==> src/rtl/sg_dma_pkg.sv <==
package sg_dma_pkg;
   typedef enum logic [2:0] {
      ST_IDLE,
      ST_RD,
      ST_WR,
      ST_CHK,
      ST_FETCH
   } eng_state_e;

   // control word field positions
   localparam int CTL_SINC_BIT = 26;
   localparam int CTL_DINC_BIT = 27;
   localparam int CTL_TC_BIT   = 31;

   // register addresses
   localparam logic [2:0] RA_SRC = 3'd0;
   localparam logic [2:0] RA_DST = 3'd1;
   localparam logic [2:0] RA_NXT = 3'd2;
   localparam logic [2:0] RA_CTL = 3'd3;
   localparam logic [2:0] RA_CFG = 3'd4;
   localparam logic [2:0] RA_CLR = 3'd5;
endpackage

==> src/rtl/sg_dma_regs.sv <==
module sg_dma_regs
   import sg_dma_pkg::*;
#(
   parameter int AW    = 32,
   parameter int CNT_W = 12
) (
   input  logic             clk,
   input  logic             rst_n,
   input  logic             cfg_we,
   input  logic [2:0]       cfg_addr,
   input  logic [31:0]      cfg_wdata,
   input  logic             step_i,
   input  logic             load_i,
   input  logic [AW-1:0]    ld_src_i,
   input  logic [AW-1:0]    ld_dst_i,
   input  logic [AW-1:0]    ld_nxt_i,
   input  logic [31:0]      ld_ctl_i,
   input  logic             set_tc_i,
   input  logic             clr_en_i,
   output logic [AW-1:0]    src_o,
   output logic [AW-1:0]    dst_o,
   output logic [AW-1:0]    nxt_o,
   output logic [CNT_W-1:0] cnt_o,
   output logic             tc_en_o,
   output logic             en_o,
   output logic             mask_o,
   output logic             tc_o
);
   localparam logic [AW-1:0] WORD_STEP = AW'(4);

   logic [AW-1:0]    src_q, dst_q, nxt_q;
   logic [CNT_W-1:0] cnt_q;
   logic             sinc_q, dinc_q, tc_en_q;
   logic             en_q, mask_q, tc_q;

   logic unused_ctl_bits;
   assign unused_ctl_bits = ^{ld_ctl_i[30:28], ld_ctl_i[25:CNT_W],
                              cfg_wdata[30:28], cfg_wdata[25:CNT_W]};

   always_ff @(posedge clk or negedge rst_n) begin
      if (!rst_n) begin
         src_q   <= '0;
         dst_q   <= '0;
         nxt_q   <= '0;
         cnt_q   <= '0;
         sinc_q  <= 1'b0;
         dinc_q  <= 1'b0;
         tc_en_q <= 1'b0;
         en_q    <= 1'b0;
         mask_q  <= 1'b0;
         tc_q    <= 1'b0;
      end else begin
         // engine-side updates
         if (step_i) begin
            if (sinc_q) src_q <= src_q + WORD_STEP;
            if (dinc_q) dst_q <= dst_q + WORD_STEP;
            cnt_q <= cnt_q - CNT_W'(1);
         end
         if (load_i) begin
            src_q   <= ld_src_i;
            dst_q   <= ld_dst_i;
            nxt_q   <= ld_nxt_i;
            cnt_q   <= ld_ctl_i[CNT_W-1:0];
            sinc_q  <= ld_ctl_i[CTL_SINC_BIT];
            dinc_q  <= ld_ctl_i[CTL_DINC_BIT];
            tc_en_q <= ld_ctl_i[CTL_TC_BIT];
         end
         if (set_tc_i) tc_q <= 1'b1;
         if (clr_en_i) en_q <= 1'b0;
         // software writes take precedence
         if (cfg_we) begin
            unique case (cfg_addr)
               RA_SRC: src_q <= cfg_wdata[AW-1:0];
               RA_DST: dst_q <= cfg_wdata[AW-1:0];
               RA_NXT: nxt_q <= cfg_wdata[AW-1:0];
               RA_CTL: begin
                  cnt_q   <= cfg_wdata[CNT_W-1:0];
                  sinc_q  <= cfg_wdata[CTL_SINC_BIT];
                  dinc_q  <= cfg_wdata[CTL_DINC_BIT];
                  tc_en_q <= cfg_wdata[CTL_TC_BIT];
               end
               RA_CFG: begin
                  en_q   <= cfg_wdata[0];
                  mask_q <= cfg_wdata[1];
               end
               RA_CLR: if (cfg_wdata[0]) tc_q <= 1'b0;
               default: ;
            endcase
         end
      end
   end

   assign src_o   = src_q;
   assign dst_o   = dst_q;
   assign nxt_o   = nxt_q;
   assign cnt_o   = cnt_q;
   assign tc_en_o = tc_en_q;
   assign en_o    = en_q;
   assign mask_o  = mask_q;
   assign tc_o    = tc_q;

   // flag only drops through a write of 1 to the clear register
   p_tc_sticky_r7: assert property (@(posedge clk) disable iff (!rst_n)
      (tc_q && !(cfg_we && cfg_addr == RA_CLR && cfg_wdata[0])) |=> tc_q);
   // a word step never happens with an empty count
   p_step_nonzero_r6: assert property (@(posedge clk) disable iff (!rst_n)
      step_i |-> (cnt_q != '0));
   // the engine ends the chain only on a null pointer
   p_end_on_null_r5: assert property (@(posedge clk) disable iff (!rst_n)
      clr_en_i |-> (nxt_q == '0));
endmodule

==> src/rtl/sg_dma_engine.sv <==
module sg_dma_engine
   import sg_dma_pkg::*;
#(
   parameter int AW    = 32,
   parameter int CNT_W = 12
) (
   input  logic             clk,
   input  logic             rst_n,
   input  logic             en_i,
   input  logic [AW-1:0]    src_i,
   input  logic [AW-1:0]    dst_i,
   input  logic [AW-1:0]    nxt_i,
   input  logic [CNT_W-1:0] cnt_i,
   input  logic             tc_en_i,
   output logic             m_req,
   output logic             m_we,
   output logic [AW-1:0]    m_addr,
   output logic [31:0]      m_wdata,
   input  logic             m_ready,
   input  logic [31:0]      m_rdata,
   output logic             step_o,
   output logic             load_o,
   output logic [AW-1:0]    ld_src_o,
   output logic [AW-1:0]    ld_dst_o,
   output logic [AW-1:0]    ld_nxt_o,
   output logic [31:0]      ld_ctl_o,
   output logic             set_tc_o,
   output logic             clr_en_o
);
   eng_state_e    st_q, st_d;
   logic [31:0]   data_q;
   logic [1:0]    idx_q;
   logic [AW-1:0] f_src_q, f_dst_q, f_nxt_q;
   logic          hs, last_fetch;

   assign hs         = m_req && m_ready;
   assign last_fetch = (st_q == ST_FETCH) && hs && (idx_q == 2'd3);

   always_comb begin
      m_req  = (st_q == ST_RD) || (st_q == ST_WR) || (st_q == ST_FETCH);
      m_we   = (st_q == ST_WR);
      unique case (st_q)
         ST_RD:    m_addr = src_i;
         ST_WR:    m_addr = dst_i;
         ST_FETCH: m_addr = nxt_i + {{(AW-4){1'b0}}, idx_q, 2'b00};
         default:  m_addr = '0;
      endcase
   end
   assign m_wdata = data_q;

   assign step_o   = (st_q == ST_WR) && hs;
   assign load_o   = last_fetch;
   assign ld_src_o = f_src_q;
   assign ld_dst_o = f_dst_q;
   assign ld_nxt_o = f_nxt_q;
   assign ld_ctl_o = m_rdata;
   assign set_tc_o = (st_q == ST_CHK) && tc_en_i;
   assign clr_en_o = (st_q == ST_CHK) && (nxt_i == '0);

   always_comb begin
      st_d = st_q;
      unique case (st_q)
         ST_IDLE:  if (en_i) st_d = (cnt_i == '0) ? ST_CHK : ST_RD;
         ST_RD:    if (hs) st_d = ST_WR;
         ST_WR:    if (hs) st_d = (en_i && cnt_i != CNT_W'(1)) ? ST_RD : ST_IDLE;
         ST_CHK:   st_d = (nxt_i == '0) ? ST_IDLE : ST_FETCH;
         ST_FETCH: if (last_fetch) st_d = ST_IDLE;
         default:  st_d = ST_IDLE;
      endcase
   end

   always_ff @(posedge clk or negedge rst_n) begin
      if (!rst_n) begin
         st_q    <= ST_IDLE;
         data_q  <= '0;
         idx_q   <= '0;
         f_src_q <= '0;
         f_dst_q <= '0;
         f_nxt_q <= '0;
      end else begin
         st_q <= st_d;
         if (st_q == ST_RD && hs) data_q <= m_rdata;
         if (st_q == ST_CHK) idx_q <= '0;
         if (st_q == ST_FETCH && hs) begin
            idx_q <= idx_q + 2'd1;
            unique case (idx_q)
               2'd0:    f_src_q <= m_rdata[AW-1:0];
               2'd1:    f_dst_q <= m_rdata[AW-1:0];
               2'd2:    f_nxt_q <= m_rdata[AW-1:0];
               default: ;
            endcase
         end
      end
   end

   // a pending request keeps its attributes
   p_req_hold_r11: assert property (@(posedge clk) disable iff (!rst_n)
      (m_req && !m_ready) |=> (m_req && $stable(m_addr) && $stable(m_we) && $stable(m_wdata)));
   // an accepted source read is followed by the destination write
   p_wr_after_rd_r2: assert property (@(posedge clk) disable iff (!rst_n)
      (st_q == ST_RD && hs) |=> (m_req && m_we));
   // a disabled idle channel issues nothing
   p_quiet_when_off_r9: assert property (@(posedge clk) disable iff (!rst_n)
      (st_q == ST_IDLE && !en_i) |=> !m_req);
   // descriptor words are read at ascending word addresses
   p_fetch_order_r4: assert property (@(posedge clk) disable iff (!rst_n)
      (st_q == ST_FETCH && hs && idx_q != 2'd3) |=>
      (m_req && !m_we && m_addr == $past(m_addr) + AW'(4)));
endmodule

==> src/rtl/sg_dma_channel.sv <==
module sg_dma_channel #(
   parameter int AW      = 32,
   parameter int CNT_W   = 12,
   parameter bit IRQ_REG = 1'b0
) (
   input  logic          clk,
   input  logic          rst_n,
   input  logic          cfg_we,
   input  logic [2:0]    cfg_addr,
   input  logic [31:0]   cfg_wdata,
   output logic          m_req,
   output logic          m_we,
   output logic [AW-1:0] m_addr,
   output logic [31:0]   m_wdata,
   input  logic          m_ready,
   input  logic [31:0]   m_rdata,
   output logic          ch_en,
   output logic          irq
);
   initial begin
      if (AW < 8 || AW > 32) $fatal(1, "sg_dma_channel: AW must lie in 8..32");
      if (CNT_W < 1 || CNT_W > 25) $fatal(1, "sg_dma_channel: CNT_W must lie in 1..25");
   end

   logic [AW-1:0]    src, dst, nxt, ld_src, ld_dst, ld_nxt;
   logic [CNT_W-1:0] cnt;
   logic [31:0]      ld_ctl;
   logic             tc_en, mask, tc, step, load, set_tc, clr_en;

   sg_dma_regs #(.AW(AW), .CNT_W(CNT_W)) u_regs (
      .clk(clk), .rst_n(rst_n),
      .cfg_we(cfg_we), .cfg_addr(cfg_addr), .cfg_wdata(cfg_wdata),
      .step_i(step), .load_i(load),
      .ld_src_i(ld_src), .ld_dst_i(ld_dst), .ld_nxt_i(ld_nxt), .ld_ctl_i(ld_ctl),
      .set_tc_i(set_tc), .clr_en_i(clr_en),
      .src_o(src), .dst_o(dst), .nxt_o(nxt), .cnt_o(cnt), .tc_en_o(tc_en),
      .en_o(ch_en), .mask_o(mask), .tc_o(tc)
   );

   sg_dma_engine #(.AW(AW), .CNT_W(CNT_W)) u_engine (
      .clk(clk), .rst_n(rst_n),
      .en_i(ch_en), .src_i(src), .dst_i(dst), .nxt_i(nxt), .cnt_i(cnt), .tc_en_i(tc_en),
      .m_req(m_req), .m_we(m_we), .m_addr(m_addr), .m_wdata(m_wdata),
      .m_ready(m_ready), .m_rdata(m_rdata),
      .step_o(step), .load_o(load),
      .ld_src_o(ld_src), .ld_dst_o(ld_dst), .ld_nxt_o(ld_nxt), .ld_ctl_o(ld_ctl),
      .set_tc_o(set_tc), .clr_en_o(clr_en)
   );

   generate
      if (IRQ_REG) begin : g_irq_flop
         logic irq_q;
         always_ff @(posedge clk or negedge rst_n) begin
            if (!rst_n) irq_q <= 1'b0;
            else        irq_q <= tc && mask;
         end
         assign irq = irq_q;
      end else begin : g_irq_comb
         assign irq = tc && mask;
      end
   endgenerate

   // nothing is requested while the channel has never been enabled
   p_no_req_disabled_r1: assert property (@(posedge clk) disable iff (!rst_n)
      ($past(!ch_en) && !ch_en && !m_req) |=> !m_req);
endmodule

==> config.mk <==
export PLATFORM = sky130hd
export DESIGN_NAME = sg_dma_channel
export DESIGN_NICKNAME = d
export VERILOG_FILES = /design/src/rtl/sg_dma_pkg.sv /design/src/rtl/sg_dma_regs.sv /design/src/rtl/sg_dma_engine.sv /design/src/rtl/sg_dma_channel.sv
export SDC_FILE = /design/constraint.sdc
export NUM_CORES = 1
export LEC_CHECK = 0
export ABC_CLOCK_PERIOD_IN_PS = 4400
export BUFFER_PORTS_ARGS = -buffer_cell sky130_fd_sc_hd__buf_4
export CAP_MARGIN = 25
export CORE_MARGIN = 3
export CORE_UTILIZATION = 38
export DETAILED_ROUTE_END_ITERATION = 10
export MAX_ROUTING_LAYER = met4
export PLACE_DENSITY = 0.53
export SLEW_MARGIN = 15
export SYNTH_ARGS = -nofsm -noshare
export SYNTH_HDL_FRONTEND = slang
export SYNTH_SLANG_ARGS = --single-unit
export TNS_END_PERCENT = 5
==> constraint.sdc <==
create_clock -name clk -period 4.4 [get_ports clk]
set_clock_uncertainty 0.1 [all_clocks]
set_input_delay 0 -clock clk [delete_from_list [all_inputs] [get_ports clk]]
set_output_delay 0 -clock clk [all_outputs]
set_load 0.02 [all_outputs]
==> flow_summary.json <==
{
  "portBuffers": 138,
  "cts_inserted_buffers": 29,
  "clk_path_buf_depth": 3,
  "cp-end-kind": "primary output",
  "gp_congestion": 0.899,
  "die_x_um": 191,
  "route.detailed.drc": 0,
  "placeableCoreArea_um2": 33600,
  "ff2ff_path_depth": 5,
  "irDropWorstVdd_uv": 291,
  "hold_viol": 0,
  "fin_nets": 1560,
  "synth-seq-area-share_pct": 47.6,
  "pre_cts_ws_ns": 1.44,
  "place_area_um2": 14500,
  "fmax_ghz": 0.287,
  "wl_um": 43700,
  "grt_overflow": 0,
  "grt_first_pass_wirelength_um": 67300,
  "synth_edf_count": 0,
  "max-cap-violations": 0,
  "reg2reg_slack_ns": 1.39,
  "cts_max_level": 1,
  "setup_tns_ns": 0,
  "worst_slew_pin_slew_ns": 1.02,
  "relSlewSlack_pct": 31.7,
  "clk_pin_slew_ns": 0.06,
  "dp_hpwl_um": 29000,
  "crit_top_cell": "buf_4",
  "path_class": "flop to primary output",
  "crit_path_max_fanout": 8,
  "synth_seq_cells": 247,
  "synth_top_area_share_pct": 47.6,
  "post_synth_instance_area_um2": 13000,
  "diodes": 0,
  "cts_root_buf": "clkbuf_16",
  "hp-class": "input port to asynchronous set/reset pin",
  "slew_viol_final": 0,
  "syn_inst": 1290,
  "start_kind": "flop",
  "slowest_stage": "dfrtp_1",
  "drive_above_1_share_pct": 23.5,
  "crit_arrival_ns": 3.38,
  "start_util_pct": 38.6,
  "first_global_vias": 11100,
  "cts_tree": "built",
  "p_per_area_nw_per_um2": 558,
  "setup_slack_ns": 0.921,
  "synth_top_cell_by_area": "dfrtp_1",
  "post-route-min-period_ns": 3.48,
  "finalCritPeriodShare_pct": 79.1,
  "fin_area_um2": 16200,
  "rr_startpoint": "u_engine.st_q[2]",
  "antenna_left": 0,
  "rsz0062_at_grt": "false",
  "p_total_mw": 9.03,
  "grt_max_degree": 118,
  "die-area_um2": 36400,
  "cp-startpoint": "u_engine.idx_q[0]",
  "cts.sinks": 247,
  "fp-row-count": 67,
  "required_ns": 4.30,
  "drt-pass1-iter-count": 5,
  "drt_iter0_markers": 838,
  "antenna_found_initial": 0,
  "syn-mean-instance-area_um2": 10.1,
  "wl_per_cell_um": 22.4,
  "syn2layout_area_growth_pct": 24.6,
  "track_usage_pct": 24.6,
  "crit_path_max_incr_delay_ns": 0.48,
  "synthFlopType": "dfrtp_1",
  "netlist-cell-type-count": 56,
  "fin_util_pct": 48.1,
  "vias": 11100,
  "yosys_warnings": 0,
  "fp.dieH_um": 191,
  "synth_fp_nets": 1373,
  "synth.area.top_cells": "dfrtp_1 (48%), mux2_2 (11%), xnor2_1 (4.7%), o21ai_0 (4.4%), nand2_1 (3.5%)",
  "io_pins": 139,
  "async_flop_share_pct": 100,
  "clock_latency_ns": 0.55,
  "power.leakage_nw": 6.72,
  "viasPerCell": 5.71,
  "finalSetupViolCount": 0,
  "path_cells": "ha_1 > inv_1 > fa_1 > nand2b_1 > nor4_2 > buf_4 > nand4_1 > xor2_1 > o21ai_0 > buf_4",
  "rr_endpoint": "u_regs.src_o[23]",
  "status": "finished clean"
}
==> per-stage QoR <==
stage	instances	hold WS [ns]
6_report	1947	0.0257
5_1_grt	1947	0.0462
4_1_cts	1946	0.00541
3_5_place_dp	1819	0.0849
3_3_place_gp	1818	0.0961
2_1_floorplan	1290	-0.396
==> flip-flops by register name (all words and copies together), names as in the netlist, 2 cells and up <==
name / flops
u_regs.cnt_o: 12
u_regs.dst_o: 32
u_regs.src_o: 32
u_engine.st_q: 3
u_engine.m_wdata: 32
u_engine.ld_src_o: 32
u_engine.ld_nxt_o: 32
u_regs.nxt_o: 32
u_engine.ld_dst_o: 32
u_engine.idx_q: 2
==> layout by cell type (no fill, tap or decap), drive strengths merged, types with 5 or more instances in the layout <==
master       netlist  layout
xor2              19      19
ha                11      11
a22oi             27      27
a21oi             48      48
or3               19      19
nor3b              5       5
buf               16     163
dlygate4sd3        0      74
clkbuf            65      45
nand4             28      28
nor2b              7       7
o21ai            115     115
and4              16      16
mux2             132     132
a31oi             11      11
dfrtp            247     247
nor2              75      75
nand3             38      38
o22ai             29      29
and3              23      23
nor3              28      28
and2               9       9
xnor2             69      69
nor4              27      27
mux2i             37      37
inv               21      21
nand2            122     122
==> final cells by class <==
| type | count | area [µm²] |
|---|---|---|
| Clock buffer | 45 | 826 |
| Clock inverter | 8 | 50.0 |
| Timing Repair Buffer | 237 | 2020 |
| Fill cell | 3213 | 17400 |
| Inverter | 21 | 78.8 |
| Multi-Input combinational cell | 941 | 6460 |
| Sequential cell | 247 | 6180 |
| Tap cell | 448 | 561 |
==> worst max path at each step <==
stage / endpoint / depth (start not counted)
finish: m_addr[28] / 10
global placement: m_addr[26] / 10
floorplan: m_addr[28] / 8
global route: m_addr[28] / 10
detailed placement: u_regs.src_o[23] / 5
CTS: m_addr[28] / 10
==> cell families after synthesis <==
family	count (synthesis)	share of synthesized area, %
compound gates	257	11.5
xor+xnor	88	5.94
fa+ha+maj	12	1.21
buf+inv	102	3.01
flops	247	47.6
mux	169	14.3
simple gates	415	16.4
==> cell usage after synthesis, types with 19 or more instances <==
cell type,n
nor2_1,75
xor2_1,19
a22oi_1,27
nand3_1,38
mux2_2,132
nand2_1,122
dfrtp_1,247
nand4_1,28
xnor2_1,69
clkbuf_1,65
or3_1,19
o21ai_0,115
mux2i_1,37
and3_1,23
o22ai_1,29
nor4_1,24
nor3_1,28
inv_1,21
a21oi_1,48
==> timing repair <==
| item | in CTS | in global routing |
|---|---|---|
| gates resized for setup | 0 | 0 |
| hold buffers | 74 | 0 |
| setup buffers | 0 | 0 |
| endpoints found under the hold margin | 361 | 0 |
==> report_power, final <==
| part | total, mW | leakage (nW) | internal (mW) | switching, mW |
|---|---|---|---|---|
| combinational | 3.03 | 3.22 | 1.45 | 1.58 |
| clock | 2.25 | 0.417 | 1.28 | 0.971 |
| sequential | 3.74 | 3.08 | 3.04 | 0.704 |
==> per-layer routing <==
metal	up-vias	track usage (%)	share of wire (%)
met5	-	-	0
met4	0	8.30	3.6
met3	93	3.16	6.7
met2	437	37.0	45
met1	5541	34.6	45
li1	5042	-	-
==> worst max-delay path, delay by kind of cell (launching register included) <==
kind,cells,cell delay (ns)
compound gates,1,0.29
xor+xnor,1,0.16
fa+ha+maj,2,0.66
buf+inv,3,0.50
flops,1,0.48
simple gates,3,0.72
(Power assumes the default switching activity.)
